File: src/rtl/intc_pkg.sv
// Package: shared word indices and widths for the dual-output interrupt
// controller. Assumes a word-addressed bus in which the fast channel's
// words sit 8 above the normal channel's words.
package intc_pkg;
    localparam int unsigned CH_COUNT   = 2;   // normal and fast channel
    localparam int unsigned CH_STRIDE  = 8;   // word distance between channels
    localparam int unsigned OFS_STAT   = 0;   // masked status, read only
    localparam int unsigned OFS_RAW    = 1;   // raw vector, read only
    localparam int unsigned OFS_ENSET  = 2;   // mask OR-write / mask read
    localparam int unsigned OFS_ENCLR  = 3;   // mask clear-write
    localparam int unsigned WORD_SWSET = 4;   // software latch set / raw bit 0 read
    localparam int unsigned WORD_SWCLR = 5;   // software latch clear

    // Word index of a channel register.
    function automatic int unsigned ch_word(int unsigned ch, int unsigned ofs);
        return ch * CH_STRIDE + ofs;
    endfunction
endpackage

File: src/rtl/intc_src.sv
// Module: raw level vector builder. Passes every input line straight
// through and ORs a software latch into bit 0. Assumes the set and clear
// strobes are never high together (one bus write per cycle).
module intc_src #(
    parameter int unsigned N_SRC = 32
) (
    input  logic             clk,
    input  logic             rst_n,
    input  logic             sw_set,
    input  logic             sw_clr,
    input  logic [N_SRC-1:0] lines_i,
    output logic [N_SRC-1:0] raw_o
);
    logic sw_q;

    // Software latch for source 0, set and cleared by the bus.
    always_ff @(posedge clk) begin
        if (!rst_n)      sw_q <= 1'b0;
        else if (sw_set) sw_q <= 1'b1;
        else if (sw_clr) sw_q <= 1'b0;
    end

    // Raw vector: line levels, with bit 0 also held by the latch.
    always_comb begin
        raw_o    = lines_i;
        raw_o[0] = lines_i[0] | sw_q;
    end


    sw_set_chk: assert property (@(posedge clk) disable iff (!rst_n)
        sw_set |=> raw_o[0]);

    sw_clr_chk: assert property (@(posedge clk) disable iff (!rst_n)
        sw_clr |=> (raw_o[0] == lines_i[0]));
endmodule

File: src/rtl/intc_mask.sv
// Module: one output channel. Holds an enable mask updated by OR-set and
// AND-NOT-clear writes, forms the masked vector and registers the OR of
// it as the request line. Assumes set and clear are never high together.
module intc_mask #(
    parameter int unsigned N_SRC = 32
) (
    input  logic             clk,
    input  logic             rst_n,
    input  logic             en_set,
    input  logic             en_clr,
    input  logic [N_SRC-1:0] wdata,
    input  logic [N_SRC-1:0] raw,
    output logic [N_SRC-1:0] en_q,
    output logic [N_SRC-1:0] masked,
    output logic             line_q
);
    // Enable mask update from the bus.
    always_ff @(posedge clk) begin
        if (!rst_n)      en_q <= '0;
        else if (en_set) en_q <= en_q | wdata;
        else if (en_clr) en_q <= en_q & ~wdata;
    end

    // Masked status for reads and for the request line.
    assign masked = raw & en_q;

    // Registered request line, one cycle behind the masked vector.
    always_ff @(posedge clk) begin
        if (!rst_n) line_q <= 1'b0;
        else        line_q <= |masked;
    end

    // every written one is set afterwards
    set_bits_chk: assert property (@(posedge clk) disable iff (!rst_n)
        en_set |=> ((en_q & $past(wdata)) == $past(wdata)));
    // every written one is cleared afterwards
    clr_bits_chk: assert property (@(posedge clk) disable iff (!rst_n)
        en_clr |=> ((en_q & $past(wdata)) == '0));

    en_hold_chk: assert property (@(posedge clk) disable iff (!rst_n)
        (!en_set && !en_clr) |=> $stable(en_q));

    line_rise_chk: assert property (@(posedge clk) disable iff (!rst_n)
        $rose(line_q) |-> $past(raw & en_q) != '0);

    line_fall_chk: assert property (@(posedge clk) disable iff (!rst_n)
        $fell(line_q) |-> $past(raw & en_q) == '0);
endmodule

File: src/rtl/intc_rdmux.sv
// Module: read data selection. Purely combinational. Assumes N_SRC is no
// wider than the bus; unused and write-only words read as zero.
module intc_rdmux
    import intc_pkg::*;
#(
    parameter int unsigned N_SRC  = 32,
    parameter int unsigned BUS_W  = 32,
    parameter int unsigned ADDR_W = 4
) (
    input  logic [ADDR_W-1:0] addr,
    input  logic [N_SRC-1:0]  raw,
    input  logic [N_SRC-1:0]  en_irq,
    input  logic [N_SRC-1:0]  en_fiq,
    input  logic [N_SRC-1:0]  msk_irq,
    input  logic [N_SRC-1:0]  msk_fiq,
    output logic [BUS_W-1:0]  rdata
);
    localparam logic [ADDR_W-1:0] A_ISTAT = ADDR_W'(ch_word(0, OFS_STAT));
    localparam logic [ADDR_W-1:0] A_IRAW  = ADDR_W'(ch_word(0, OFS_RAW));
    localparam logic [ADDR_W-1:0] A_IEN   = ADDR_W'(ch_word(0, OFS_ENSET));
    localparam logic [ADDR_W-1:0] A_FSTAT = ADDR_W'(ch_word(1, OFS_STAT));
    localparam logic [ADDR_W-1:0] A_FRAW  = ADDR_W'(ch_word(1, OFS_RAW));
    localparam logic [ADDR_W-1:0] A_FEN   = ADDR_W'(ch_word(1, OFS_ENSET));
    localparam logic [ADDR_W-1:0] A_SW    = ADDR_W'(WORD_SWSET);

    // Select the addressed view and zero-extend it to the bus.
    always_comb begin
        rdata = '0;
        unique case (addr)
            A_ISTAT:        rdata[N_SRC-1:0] = msk_irq;
            A_IRAW, A_FRAW: rdata[N_SRC-1:0] = raw;
            A_IEN:          rdata[N_SRC-1:0] = en_irq;
            A_FSTAT:        rdata[N_SRC-1:0] = msk_fiq;
            A_FEN:          rdata[N_SRC-1:0] = en_fiq;
            A_SW:           rdata[0]         = raw[0];
            default:        rdata = '0;
        endcase
    end
endmodule

File: src/rtl/intc_dual.sv
// Module: top of the dual-output level interrupt controller. Decodes bus
// writes into strobes, builds the raw vector and runs one mask channel
// per output. Assumes one bus access per cycle and N_SRC <= BUS_W.
module intc_dual
    import intc_pkg::*;
#(
    parameter int unsigned N_SRC  = 32,
    parameter int unsigned BUS_W  = 32,
    parameter int unsigned ADDR_W = 4
) (
    input  logic              clk,
    input  logic              rst_n,
    input  logic [ADDR_W-1:0] bus_addr,
    input  logic              bus_wr,
    input  logic [BUS_W-1:0]  bus_wdata,
    output logic [BUS_W-1:0]  bus_rdata,
    input  logic [N_SRC-1:0]  src_i,
    output logic              irq_o,
    output logic              fiq_o
);
    localparam logic [ADDR_W-1:0] A_SWSET = ADDR_W'(WORD_SWSET);
    localparam logic [ADDR_W-1:0] A_SWCLR = ADDR_W'(WORD_SWCLR);

    logic [N_SRC-1:0] raw;
    logic [N_SRC-1:0] en_v  [CH_COUNT];
    logic [N_SRC-1:0] msk_v [CH_COUNT];
    logic             line_v[CH_COUNT];
    logic             sw_set, sw_clr;

    // Software latch strobes: only data bit 0 acts.
    assign sw_set = bus_wr && (bus_addr == A_SWSET) && bus_wdata[0];
    assign sw_clr = bus_wr && (bus_addr == A_SWCLR) && bus_wdata[0];

    intc_src #(.N_SRC(N_SRC)) u_src (
        .clk     (clk),
        .rst_n   (rst_n),
        .sw_set  (sw_set),
        .sw_clr  (sw_clr),
        .lines_i (src_i),
        .raw_o   (raw)
    );

    // One mask channel per output; channel k answers at words 8k+2 / 8k+3.
    for (genvar k = 0; k < CH_COUNT; k++) begin : g_ch
        localparam logic [ADDR_W-1:0] A_SET = ADDR_W'(ch_word(k, OFS_ENSET));
        localparam logic [ADDR_W-1:0] A_CLR = ADDR_W'(ch_word(k, OFS_ENCLR));
        logic set_stb, clr_stb;

        // Write strobes for this channel's mask.
        assign set_stb = bus_wr && (bus_addr == A_SET);
        assign clr_stb = bus_wr && (bus_addr == A_CLR);

        intc_mask #(.N_SRC(N_SRC)) u_mask (
            .clk    (clk),
            .rst_n  (rst_n),
            .en_set (set_stb),
            .en_clr (clr_stb),
            .wdata  (bus_wdata[N_SRC-1:0]),
            .raw    (raw),
            .en_q   (en_v[k]),
            .masked (msk_v[k]),
            .line_q (line_v[k])
        );
    end

    assign irq_o = line_v[0];
    assign fiq_o = line_v[1];

    intc_rdmux #(.N_SRC(N_SRC), .BUS_W(BUS_W), .ADDR_W(ADDR_W)) u_rd (
        .addr    (bus_addr),
        .raw     (raw),
        .en_irq  (en_v[0]),
        .en_fiq  (en_v[1]),
        .msk_irq (msk_v[0]),
        .msk_fiq (msk_v[1]),
        .rdata   (bus_rdata)
    );

    // outputs are low in the first cycle after reset
    rst_quiet_chk: assert property (@(posedge clk) disable iff (!rst_n)
        $rose(rst_n) |-> (!irq_o && !fiq_o));
    // lines above bit 0 pass unchanged into the raw vector
    raw_pass_chk: assert property (@(posedge clk) disable iff (!rst_n)
        (raw[N_SRC-1:1] == src_i[N_SRC-1:1]));
endmodule

File: config.mk
export PLATFORM = sky130hd
export DESIGN_NAME = intc_dual
export DESIGN_NICKNAME = d
export VERILOG_FILES = /design/src/rtl/intc_pkg.sv /design/src/rtl/intc_src.sv /design/src/rtl/intc_mask.sv /design/src/rtl/intc_rdmux.sv /design/src/rtl/intc_dual.sv
export SDC_FILE = /design/constraint.sdc
export NUM_CORES = 1
export LEC_CHECK = 0
export BUFFER_PORTS_ARGS = -buffer_cell sky130_fd_sc_hd__buf_2
export CAP_MARGIN = 20
export CORE_UTILIZATION = 35
export CTS_CLUSTER_DIAMETER = 30
export DETAILED_ROUTE_END_ITERATION = 6
export PLACE_DENSITY = 0.67
export SYNTH_ARGS = -nofsm -noshare
export SYNTH_HDL_FRONTEND = slang
export SYNTH_SLANG_ARGS = --single-unit
export TNS_END_PERCENT = 50
File: constraint.sdc
create_clock -name clk -period 1.2 [get_ports clk]
set_input_delay 0.06 -clock clk [delete_from_list [all_inputs] [get_ports clk]]
set_output_delay 0.06 -clock clk [all_outputs]
set_load 0.1 [all_outputs]
Word-level counts from Yosys, hierarchy flattened
Index checks and enable logic that the tools add are counted.
Widths: inputs -> output; s select.
- bits in registers: 67
- input port bits: 71
- output and inout bits: 34
- logic and storage cells: 46
- equal/unequal tests: 9
- mux-type cells: 8
- bitwise logic cells: 8
- reduce and logical (&&, ||, !) cells: 16
- operator list (cell ; number):
    $pmux 31 s5 ; 1
    $and 32x32->32 ; 4
    $mux 32 ; 4
    $or 32x32->32 ; 2
    $reduce_or 32->1 ; 2
    $not 32->32 ; 1
    $eq 4x4->1 const B ; 4
    $eq 4x2->1 const B ; 2
    $eq 4x3->1 const B ; 2
    $logic_and 1x1->1 ; 8
    $reduce_bool 2->1 ; 3
    $pmux 1 s5 ; 1
    $eq 4x1->1 const B ; 1
    $logic_not 4->1 ; 1
    $reduce_or 3->1 ; 1
    $mux 1 ; 2
    $reduce_or 2->1 ; 1
    $or 1x1->1 ; 1

Longest topological paths before layout
- word-level depth: 5
- mapped depth: 7
- mapped depth without buffers: 4

Cells and area by module
Synthesis repeated with hierarchy kept, for this count alone.
- cell total of the unflattened synthesis: 577
- area, all modules: 4712.0 um^2
- modules (own cells, without submodules) (module ; instances ; cells each ; area an instance (um^2) ; sequential area each (um^2)):
    intc_mask ; 2 ; 183 ; 1554.0 ; 660.6
    intc_rdmux ; 1 ; 165 ; 1261.2 ; 0.0
    intc_src ; 1 ; 35 ; 280.3 ; 20.0
    intc_dual ; 1 ; 11 ; 62.6 ; 0.0

Worst setup path after synthesis
OpenSTA, ideal clock, no wires.
- path kind: input to output
- start: input bus_addr[2]
- end: output bus_rdata[10]
- arrival time: 3132 ps
- data required time: 1140 ps
- slack: -1992 ps
- cell stages on the path: 5
- path buffers: 2
- cells stage by stage: buf_2 -> nor4b_2 -> clkbuf_1 -> a21oi_1 -> o21ai_0
- word-level cells in the longest chain between the ends: 3
- elaborated cells between the ends (all ways): 8
- classes of those cells: eq/ne (5); mux (1); reduce/logical (2)
- ends and longest elaborated chain (element ; line ; RTL):
    start, declared ; intc_dual.sv:13 ; input logic [ADDR_W-1:0] bus_addr,
    $eq 4x1->1 / $eq 4x4->1 (equally long branches) ; intc_rdmux.sv:29 ; unique case (addr)
    $reduce_or 2->1 ; -- ;
    $pmux 31 s5 (*) ; intc_rdmux.sv:29 ;
    end, declared ; intc_dual.sv:16 ; output logic [BUS_W-1:0] bus_rdata,
Every way passes the cells marked *; elsewhere a longest branch is shown, timed or not.

Final worst setup path
- start: register u_src.sw_q
- end: output bus_rdata[0]
- word-level cells in the longest chain between the ends: 3
- elaborated cells between the ends (all ways): 4
- classes of those cells: mux (1); bitwise (3)
- ends and longest elaborated chain (element ; line ; RTL):
    start, declared ; intc_src.sv:14 ; logic sw_q;
    start signal, assigned ; intc_src.sv:18 ; if (!rst_n) sw_q <= 1'b0;
    start signal, assigned ; intc_src.sv:19 ; else if (sw_set) sw_q <= 1'b1;
    start signal, assigned ; intc_src.sv:20 ; else if (sw_clr) sw_q <= 1'b0;
    $or 1x1->1 (*) ; intc_src.sv:26 ; raw_o[0] = lines_i[0] | sw_q;
    $and 32x32->32 ; intc_mask.sv:25 ; assign masked = raw & en_q;
    $pmux 1 s5 (*) ; intc_rdmux.sv:29 ;
Marked as above.

==> run summary <==
Number of design rule violations left after detail routing: 0. The clock reaches the later pin of the worst-skew pair after 350 ps. Setup violations remaining at the end of the flow were counted as 34.

The final setup slack of the worst path is -343 ps, and the arrival time at the worst endpoint is 1480 ps. The die covers 11200 um^2. For this design the top-level I/O count stands at 105. The total negative slack for setup checks was -7030 ps; the worst slack after detailed placement was -303 ps.

Summed over all nets, the half-perimeter wirelength after detailed placement is 10.5 mm. The vias per cell works out to 6.35. Measured against its own limit, the worst slew margin works out to 64.8%. The reported leakage power is 2.80 nW.

CTS placed an instance of sky130_fd_sc_hd__clkbuf_8 at the clock tree root. The run gives 0 as the hold violation total from the final report. Summed over all layers, the routed wires come to 18.2 mm. The clock period minus worst slack was 1540 ps; the number of global-route vias before repair was 5161.

The largest vdd supply drop came out at 0.562 mV. The fraction of final layout cells with drive strength greater than 1 is 48.8%. The core box area is 10400 um^2.

The total count of max-transition violations in the final report was 0; the total power after layout was 0.00602 W. Counting distinct cell types in the post-synthesis netlist gives 29. The first global-routing pass estimated 27.7 mm of wire.

For this run, the number of Yosys warnings is 0. During placement, the flow inserted port buffers numbering 104. The launching element type of the critical path is a flop. The run finished, with violations left. For this block, the via count after detailed routing is 5143. The final reports fail on negative setup slack. For the pin with the worst max-slew slack, the measured transition is 528 ps. The worst-case clock skew was 8.08 ps; the area share of the largest cell type after synthesis was 35.6%. Vertical extent of the die: 106 um.

Setup repair after global routing could not meet its margin everywhere. The logs give 0 for the number of inserted diodes and 70.9% for the share of the core filled with cells. The synthesized design contains 67 register bits. The worst setup path is of the flop to output port kind. Compared with the post-synthesis result, the final layout area differs by 95.2%. The cell type contributing the most total cell area after synthesis is sky130_fd_sc_hd__dfxtp_1. Power spread over the standard cell area amounts to 819 nW/um^2. For the worst setup path, the data required time is 1140 ps. The nature of the critical path endpoint is an output port. The pre-antenna-repair detailed-routing pass consisted of 7 iterations. The final critical path takes up 129% of the cycle. The count of nets after finishing is 742, and the mean area per synthesized cell is 8.17 um^2.

After clock tree synthesis, the clock-pin slew on the worst setup and hold paths is 70 ps. After global routing the overflow that remains totals 0. In the final routed layout, each cell accounts on average for 22.5 um. The initial utilization of the core area, before any placement, comes to 36.3%. Along the worst path, the maximum fanout reaches 3.

The initial antenna violation count is 1. Sorting the synthesized cells by area gives the leading types as sky130_fd_sc_hd__dfxtp_1 36%, sky130_fd_sc_hd__a311oi_1 15%, sky130_fd_sc_hd__a21oi_1 13%. Source of the worst hold timing path: src_i[28]. For the area of the mapped netlist, the log shows 3770 um^2. The tools report the total clock sinks as 67. The global routing usage summed across all routing layers is 32.5%, and the buffer levels on the longest clock path is 2. The run gives 35.6% as the fraction of the yosys area taken by sequential cells. In this run the worst setup path begins at u_src.sw_q$_SDFFE_PN0P_. Entering global routing, the biggest net connects 47 pins. The number of buffers created by CTS is 9, and the routability congestion estimate from global placement is 0.851. The run gives 0 as the reported max-cap violation count. The width of the die is 106 um. TritonCTS built the clock tree. Counting every net in the synthesized netlist gives 532. The logs give 461 for the post-synthesis cell count and 659 for the DRC violation total after the first TritonRoute iteration. The tightest min-delay check is of the input port to flop type.

Timing would allow up to 648 MHz. Launch instance of the worst register-to-register path: u_src.sw_q$_SDFFE_PN0P_. The floorplan has 37 rows. The remaining antenna violation count is 0. The H-tree level count was 3.
cells in the final DEF, fill, tap and decap left out, types with 2 or more instances in the layout:
master                          instances
sky130_fd_sc_hd__nor4_2                 2
sky130_fd_sc_hd__a21o_1                31
sky130_fd_sc_hd__a222oi_1               2
sky130_fd_sc_hd__buf_12                52
sky130_fd_sc_hd__nor4_4                 2
sky130_fd_sc_hd__a21oi_4               16
sky130_fd_sc_hd__dfxtp_2                3
sky130_fd_sc_hd__buf_6                  9
sky130_fd_sc_hd__inv_1                 32
sky130_fd_sc_hd__nand3_1                2
sky130_fd_sc_hd__o21ai_0                4
sky130_fd_sc_hd__dlygate4sd3_1         32
sky130_fd_sc_hd__buf_16                 5
sky130_fd_sc_hd__nor3_4                 2
sky130_fd_sc_hd__a21oi_2                8
sky130_fd_sc_hd__buf_2                 67
sky130_fd_sc_hd__a22oi_2               33
sky130_fd_sc_hd__a311oi_1              65
sky130_fd_sc_hd__dfxtp_1               64
sky130_fd_sc_hd__buf_4                 74
sky130_fd_sc_hd__clkbuf_8              10
sky130_fd_sc_hd__nor4b_4                2
sky130_fd_sc_hd__inv_2                  2
sky130_fd_sc_hd__a21oi_1               74
sky130_fd_sc_hd__nand4_1                6
sky130_fd_sc_hd__a22oi_1               26
sky130_fd_sc_hd__clkbuf_16              3
sky130_fd_sc_hd__o21ai_4               30
sky130_fd_sc_hd__clkinv_2               2
layer usage:
metal  global-route usage [%]  wire (um)  vias up
met3                     7.42       1710       80
met1                     39.8       7090     2436
met2                     51.5       8570      351
met5                        0          0        -
li1                         -          -     2276
met4                     19.8        837        0
cell type report:
class,instances,area (um^2)
clock buffer,11,141
clock inverter,3,40.0
fill,717,3020
inverter,34,128
multi-input combinational,315,2940
sequential,67,1350
tap,136,170
timing repair buffer,244,2590
cells by family after synthesis:
family,after synthesis,share of synthesized area (%)
and+or+nand+nor,22,4.35
DFF,67,35.6
AOI/OAI and AO/OA,292,51.6
buffers and inverters,79,8.17
muxes,1,0.266
worst paths after layout:
path,to,slack (ps),depth (start not counted)
max reg2reg,g_ch[1].u_mask.line_q$_SDFF_PN0_,-240,5
max,bus_rdata[0],-340,5
min reg2reg,flop,530,2
min,g_ch[0].u_mask.line_q$_SDFF_PN0_,120,3
synth_stat cells, drive strengths merged:
library cell	number
a21oi	98
dfxtp	67
a311oi	65
a22oi	59
clkbuf	35
o21ai	35
inv	34
a21o	31
buf	10
nand4	6
nor4	4
a222oi	2
nand3	2
nor3	2
nor4b	2
a31oi	1
and4b	1
mux2i	1
nand2	1
nor2	1
nor2b	1
nor3b	1
nor4bb	1
o211ai	1
where the power goes:
| part | total, W | leakage (nW) | internal [W] | switching (W) |
|---|---|---|---|---|
| Sequential | 0.00232 | 0.544 | 0.00228 | 0.0000410 |
| Combinational | 0.00181 | 2.16 | 0.000738 | 0.00107 |
| Clock | 0.00189 | 0.0950 | 0.000989 | 0.000904 |
worst max-delay path, cell delays in order, from the launching register on:
cell,delay (ps)
sky130_fd_sc_hd__dfxtp_2,360
sky130_fd_sc_hd__nor2_4,50
sky130_fd_sc_hd__mux2i_1,130
sky130_fd_sc_hd__a31oi_1,100
sky130_fd_sc_hd__o211ai_1,230
sky130_fd_sc_hd__clkbuf_16,250
per-stage QoR:
step	hold WS, ps	instance area (um^2)	std cells
2_1_floorplan	170	4240	461
3_3_place_gp	297	5940	738
3_5_place_dp	302	5940	738
4_1_cts	119	7240	810
5_1_grt	152	7350	810
6_report	122	7350	810
what timing repair did:
| item | 4_1_cts | 5_1_grt |
|---|---|---|
| resized for setup | 87 | 38 |
| hold buffers | 32 | 0 |
| cloned | 10 | 2 |
| pin swaps | 42 | 38 |
| hold endpoints to repair | 63 | 0 |
| endpoints found under the setup margin | 34 | 36 |
| buffers inserted | 16 | 6 |
Power figures use the tool's default switching activity.
